`src/rtl/addsub_flag_unit.sv`:
```
module addsub_flag_unit #(
  parameter int W = 32
) (
  input  logic         clk,
  input  logic         rst_n,
  input  logic         in_valid,
  input  logic [3:0]   op,
  input  logic         ov_en,
  input  logic [W-1:0] a,
  input  logic [W-1:0] b,
  input  logic [W-1:0] imm,
  output logic [W-1:0] res,
  output logic         ca,
  output logic         ov,
  output logic         so
);
  localparam logic [3:0] OP_ADD   = 4'd0,  OP_ADDC  = 4'd1,  OP_ADDE   = 4'd2,
                         OP_ADDIC = 4'd3,  OP_ADDME = 4'd4,  OP_ADDZE  = 4'd5,
                         OP_SUBF  = 4'd6,  OP_SUBFC = 4'd7,  OP_SUBFE  = 4'd8,
                         OP_SUBFIC= 4'd9,  OP_SUBME = 4'd10, OP_SUBZE  = 4'd11,
                         OP_NEG   = 4'd12;
  localparam logic [W-1:0] ONES = {W{1'b1}};

  logic [W-1:0] x, y;
  logic         cin, carrying, known;
  logic [W:0]   sum;
  logic         ovf, fire;

  always_comb begin
    x = a; y = b; cin = 1'b0; carrying = 1'b1; known = 1'b1;
    case (op)
      OP_ADD:    carrying = 1'b0;
      OP_ADDC:   ;
      OP_ADDE:   cin = ca;
      OP_ADDIC:  y = imm;
      OP_ADDME:  begin y = ONES; cin = ca; end
      OP_ADDZE:  begin y = '0; cin = ca; end
      OP_SUBF:   begin x = ~a; cin = 1'b1; carrying = 1'b0; end
      OP_SUBFC:  begin x = ~a; cin = 1'b1; end
      OP_SUBFE:  begin x = ~a; cin = ca; end
      OP_SUBFIC: begin x = ~a; y = imm; cin = 1'b1; end
      OP_SUBME:  begin x = ~a; y = ONES; cin = ca; end
      OP_SUBZE:  begin x = ~a; y = '0; cin = ca; end
      OP_NEG:    begin x = ~a; y = '0; cin = 1'b1; carrying = 1'b0; end
      default:   begin known = 1'b0; carrying = 1'b0; end
    endcase
  end

  assign sum  = {1'b0, x} + {1'b0, y} + {{W{1'b0}}, cin};
  assign ovf  = (x[W-1] == y[W-1]) && (sum[W-1] != x[W-1]);
  assign fire = in_valid && known;

  always_ff @(posedge clk) begin
    if (!rst_n) begin
      res <= '0; ca <= 1'b0; ov <= 1'b0; so <= 1'b0;
    end else if (fire) begin
      res <= sum[W-1:0];
      if (carrying) ca <= sum[W];
      if (ov_en) begin
        ov <= ovf;
        if (ovf) so <= 1'b1;
      end
    end
  end

  p_adde_carry_r3: assert property (@(posedge clk) disable iff (!rst_n)
    in_valid && op == OP_ADDE |=>
      ca == ((res < $past(a)) || ($past(ca) && res == $past(a))));

  p_subfic_carry_r4: assert property (@(posedge clk) disable iff (!rst_n)
    in_valid && op == OP_SUBFIC |=> ca == (res <= $past(imm)));

  p_neg_overflow_r6: assert property (@(posedge clk) disable iff (!rst_n)
    in_valid && op == OP_NEG && ov_en |=> ov == ($past(a) == {1'b1, {(W-1){1'b0}}}));

  p_ov_implies_so_r7: assert property (@(posedge clk) disable iff (!rst_n)
    ov |-> so);

  p_no_ov_update_r8: assert property (@(posedge clk) disable iff (!rst_n)
    !ov_en |=> $stable(ov) && $stable(so));

  p_carry_kept_r9: assert property (@(posedge clk) disable iff (!rst_n)
    (op == OP_ADD || op == OP_SUBF || op == OP_NEG) |=> $stable(ca));

  p_hold_r10: assert property (@(posedge clk) disable iff (!rst_n)
    (!in_valid || op > OP_NEG) |=> $stable(res) && $stable(ca) && $stable(ov) && $stable(so));

  p_so_sticky_r11: assert property (@(posedge clk) disable iff (!rst_n)
    so |=> so);
endmodule

```
`config.mk`:
```
export PLATFORM = sky130hd
export DESIGN_NAME = addsub_flag_unit
export DESIGN_NICKNAME = d
export VERILOG_FILES = /design/src/rtl/addsub_flag_unit.sv
export SDC_FILE = /design/constraint.sdc
export NUM_CORES = 1
export LEC_CHECK = 0
export ABC_AREA = 1
export BUFFER_PORTS_ARGS = -buffer_cell sky130_fd_sc_hd__buf_2
export CORE_MARGIN = 4
export CORE_UTILIZATION = 50
export DETAILED_ROUTE_END_ITERATION = 6
export GPL_ROUTABILITY_DRIVEN = 0
export PLACE_DENSITY_LB_ADDON = 0.12
export SLEW_MARGIN = 5
export SYNTH_ARGS = -nofsm -noshare
export SYNTH_HDL_FRONTEND = slang
export SYNTH_SLANG_ARGS = --single-unit
```
`constraint.sdc`:
```
create_clock -name clk -period 4.45 [get_ports clk]
set_clock_uncertainty 0.15 [all_clocks]
set_input_delay 0.89 -clock clk [delete_from_list [all_inputs] [get_ports clk]]
set_output_delay 0.89 -clock clk [all_outputs]
set_load 0.01 [all_outputs]
```
# Yosys cells after proc, flatten, opt, wreduce, memory -nomap -nowiden
# Index checks and enable logic that the tools add are counted.
# classes
n_eq_ne	14
addsub	2
muxes	5
bitwise_logic	1
n_reduce_logical	14
# op_table
operator	count
$pmux W32 S3	1
$add A32 B32 Y33	1
$add A33 B1 Y33	1
$mux W32	1
$not A32 Y32	1
$eq A4 B4 Y1 const B	5
$eq A4 B3 Y1 const B	4
$reduce_or A13 Y1	1
$reduce_or A10 Y1	1
$eq A4 B2 Y1 const B	2
$reduce_or A7 Y1	1
$reduce_or A6 Y1	1
$eq A4 B1 Y1 const B	1
$logic_not A4 Y1	1
$reduce_and A2 Y1	2
$reduce_or A2 Y1	2
$reduce_or A4 Y1	1
$reduce_and A3 Y1	1
$reduce_or A3 Y1	1
$logic_and A1 B1 Y1	2
$mux W1	2
$pmux W1 S2	1
$eq A1 B1 Y1	1
$ne A1 B1 Y1	1
# totals
register_bits	35
inputBits	104

# Logic depth before layout (Yosys ltp)
# logic_depth
word_depth	8
mapped_depth	24

# Worst setup path before layout
# No wires, ideal clock.
# synth_path
path_type	input -> register
from	input op[3]
to	register res[22]
arrival_ns	3.495
slack_ns	0.697
t_required_ns	4.191
stages	21
cell_sequence	inv_2 > nor2_1 > inv_2 > nor2_4 > a21oi_4 > inv_2 > nor2_4 > clkbuf_4 > o22ai_2 > fa_1 > fa_1 > o21ai_2 > nand2_1 > nand2_1 > nand2_1 > nand2_1 > nand2_1 > nand3_1 > nand3_1 > nand2_1 > inv_1
# synth_between
elab_chain_len	5
elab_cells_between_ends	27
cone_classes	2 x add/sub; 12 x eq/ne; 4 x mux; 9 x reduce/logical
# synth_rtl
item	line	text
from (decl)	7	input logic [3:0] op,
$eq A4 B4 Y1 (tied with other cells)	31	case (op)
$reduce_or A3 Y1 (no line) (tied with other cells)	--	
$pmux W32 S3 or $mux W32 (tied branches)	--	
$add A32 B32 Y33	49	assign sum = {1'b0, x} + {1'b0, y} + {{W{1'b0}}, cin};
$add A33 B1 Y33	49	
to (signal assigned)	57	res <= sum[W-1:0];
to (decl)	12	output logic [W-1:0] res,
# Parallel ways exist; a longest one is shown, timed or not.
# A chain may end at the register's enable or synchronous reset.

# Worst setup path after layout
# Same ends and word-level chain as after synthesis.

==> flow_summary.json <==
{
  "drive_above_1_share": 0.235,
  "path_clk_slew_ns": 0.07,
  "ant_nets": 0,
  "seq_area_frac_synth": 0.144,
  "final_cells": 1105,
  "cp.arrival_ns": 3.84,
  "hpwl_um": 11400,
  "grt_max_degree": 52,
  "diodes": 0,
  "die-area_um2": 11300,
  "clockBufferDepth": 2,
  "pin_count": 139,
  "hp-start": "so",
  "cts_setup_buffers": 0,
  "cts.sinks": 35,
  "rsz0062_at_grt": "no",
  "die_x_um": 106,
  "avgSynthCellArea_um2": 5.74,
  "antenna_found_initial": 0,
  "leakagePower_nw": 3.62,
  "ys_ff_latch": 35,
  "yosys_warnings": 0,
  "grt_pass1_wl_um": 22700,
  "drcViolationCount": 0,
  "cp-start-kind": "input pin",
  "root_buffer": "clkbuf_8",
  "avgRoutedWirePerCell_um": 12.2,
  "worst_slew_margin_rel": 0.362,
  "cts_resized": 0,
  "worst_pin_slew_ns": 0.955,
  "first_iter_violations": 221,
  "hold_path_depth": 2,
  "grt_overflow_total": 0,
  "maxCapViolCount": 0,
  "dr.pass1.iters": 4,
  "required_ns": 4.48,
  "viasPerCell": 4.78,
  "max_freq_mhz": 263,
  "syn_to_final_growth_pct": 18.5,
  "grt_util_all_layers": 0.241,
  "htree_levels": 2,
  "finalSetupTns_ns": 0,
  "syn-num-nets": 982,
  "cts_tree": "done",
  "fin_crit_sh": 0.856,
  "hold_buffers": 0,
  "critPathLaunch": "op[3]",
  "dr_total_vias": 5283,
  "dp.cells": 1097,
  "cts_made_buffers": 5,
  "layout.nets": 1112,
  "irDropWorstVdd_uv": 199,
  "path_max_fanout": 31,
  "wirelength_um": 13500,
  "fp-row-count": 35,
  "drv_slew": 0,
  "fin_util": 0.616,
  "syn_area_um2": 4850,
  "initial_core_util": 0.520,
  "crit_type": "in2reg",
  "finalCriticalPeriod_ns": 3.81,
  "core_area_um2": 9330,
  "clkLatencyLatePin_ns": 0.28,
  "reg2reg_from": "ca",
  "synth_cells": 845,
  "reg2regPathDepth": 15,
  "holdWs_ns": 0.305,
  "io_buffer_count": 138,
  "crit_path_end_kind": "flop",
  "nFillCells": 1007,
  "hold_viol": 0,
  "grt_pass1_vias": 5168,
  "hold_path.class": "reg2reg",
  "dieHeight_um": 106,
  "power.density_nw_per_um2": 326,
  "setup_violations": 0,
  "ys_types": 33,
  "status": "completed"
}
## worst max-delay path, cell delays in order
cell and delay (ns):
buf_2 0.15, inv_2 0.04, nor2_1 0.14, inv_2 0.09, nor2_4 0.15, a21oi_4 0.05, inv_2 0.07, nor2_4 0.04
nand3_4 0.06, buf_4 0.40, o22ai_1 0.23, fa_1 0.53, o21ai_2 0.23, nand2_1 0.07, nand2_1 0.11, nand2_1 0.08
nand2_1 0.15, nand2_1 0.09, nand3_1 0.07, nand3_1 0.08, nand2_1 0.08, inv_1 0.04
## where the power goes
group / switching, mW / internal [mW] / total [mW]
clock network: 0.112 / 0.181 / 0.293
logic: 0.764 / 0.438 / 1.20
registers: 0.0217 / 0.358 / 0.380
total: 0.897 / 0.977 / 1.87
## sequential cells by signal (all words and copies together), names as in the netlist
register  cells
res          32
ov            1
ca            1
so            1
## per-layer routing
layer	up-vias	wire, µm	global-route usage
met5	-	0	0
met4	0	340	0.0694
met3	22	590	0.0316
met2	118	6650	0.455
met1	2304	5920	0.283
li1	2839	-	-
## cell families (layout without fill, tap and decap cells)
kind of cell	Yosys count	in the layout	synth area share
fa+ha+maj	33	33	0.0882
xor+xnor	43	43	0.0792
buf+inv	214	345	0.174
flops	35	35	0.144
compound gates	117	117	0.179
simple gates	403	403	0.335
## synth_stat cells
library cell	number	area share
a21o_1	3	0.0046
a21oi_1	38	0.039
a21oi_4	1	0.0034
a31oi_1	1	0.0013
and2_1	1	0.0013
buf_2	7	0.0072
buf_6	3	0.0070
clkbuf_1	9	0.0070
clkbuf_4	3	0.0046
dfxtp_1	35	0.14
fa_1	2	0.0083
ha_1	31	0.080
inv_1	154	0.12
inv_2	38	0.029
nand2_1	207	0.16
nand3_1	44	0.045
nand3_2	1	0.0021
nand3_4	1	0.0036
nand4_1	3	0.0039
nor2_1	135	0.10
nor2_4	2	0.0046
nor3_1	9	0.0093
o211ai_1	4	0.0062
o211ai_2	1	0.0026
o21ai_0	26	0.027
o21ai_1	5	0.0052
o21ai_2	1	0.0018
o21bai_1	5	0.0077
o22ai_1	2	0.0026
o22ai_2	30	0.077
xnor2_1	2	0.0036
xor2_1	40	0.072
xor2_2	1	0.0034
## worst paths after layout
kind | to | slack [ns]
max | res[22] | 0.64
min | so | 0.31
max reg2reg | res[22] | 1.64
min reg2reg | so | 0.31
## stage by stage
step                setup WS (ns)  total power, mW  instance area, µm²
finish                      0.641             1.87                5750
global route                0.236             2.07                5750
CTS                         0.655             1.88                5750
detailed placement          0.354             1.58                5630
global placement            0.414             1.58                5630
floorplan                   0.697             1.25                4850
## cell usage in the layout, fill, tap and decap left out, types with 6 or more instances in the layout
cell type | Yosys | routed
clkbuf_8 | 0 | 6
buf_2 | 7 | 138
nand2_1 | 207 | 207
a21oi_1 | 38 | 38
nor2_1 | 135 | 135
o22ai_2 | 30 | 30
inv_2 | 38 | 38
ha_1 | 31 | 31
o21ai_0 | 26 | 26
inv_1 | 154 | 154
nor3_1 | 9 | 9
nand3_1 | 44 | 44
xor2_1 | 40 | 40
buf_4 | 0 | 7
dfxtp_1 | 35 | 35
## area by class of cell
| type | count | area (µm²) | share of cell area |
|---|---|---|---|
| repair buffers | 145 | 743 | 0.129 |
| clock inverters | 2 | 35.0 | 0.00610 |
| multi-input cells | 596 | 3300 | 0.575 |
| inverters | 192 | 721 | 0.125 |
| clock buffers | 6 | 82.6 | 0.0144 |
| well taps | 129 | 161 | 0.0281 |
| flip-flops and latches | 35 | 701 | 0.122 |
Note: power is estimated with default switching activity, not from simulation.
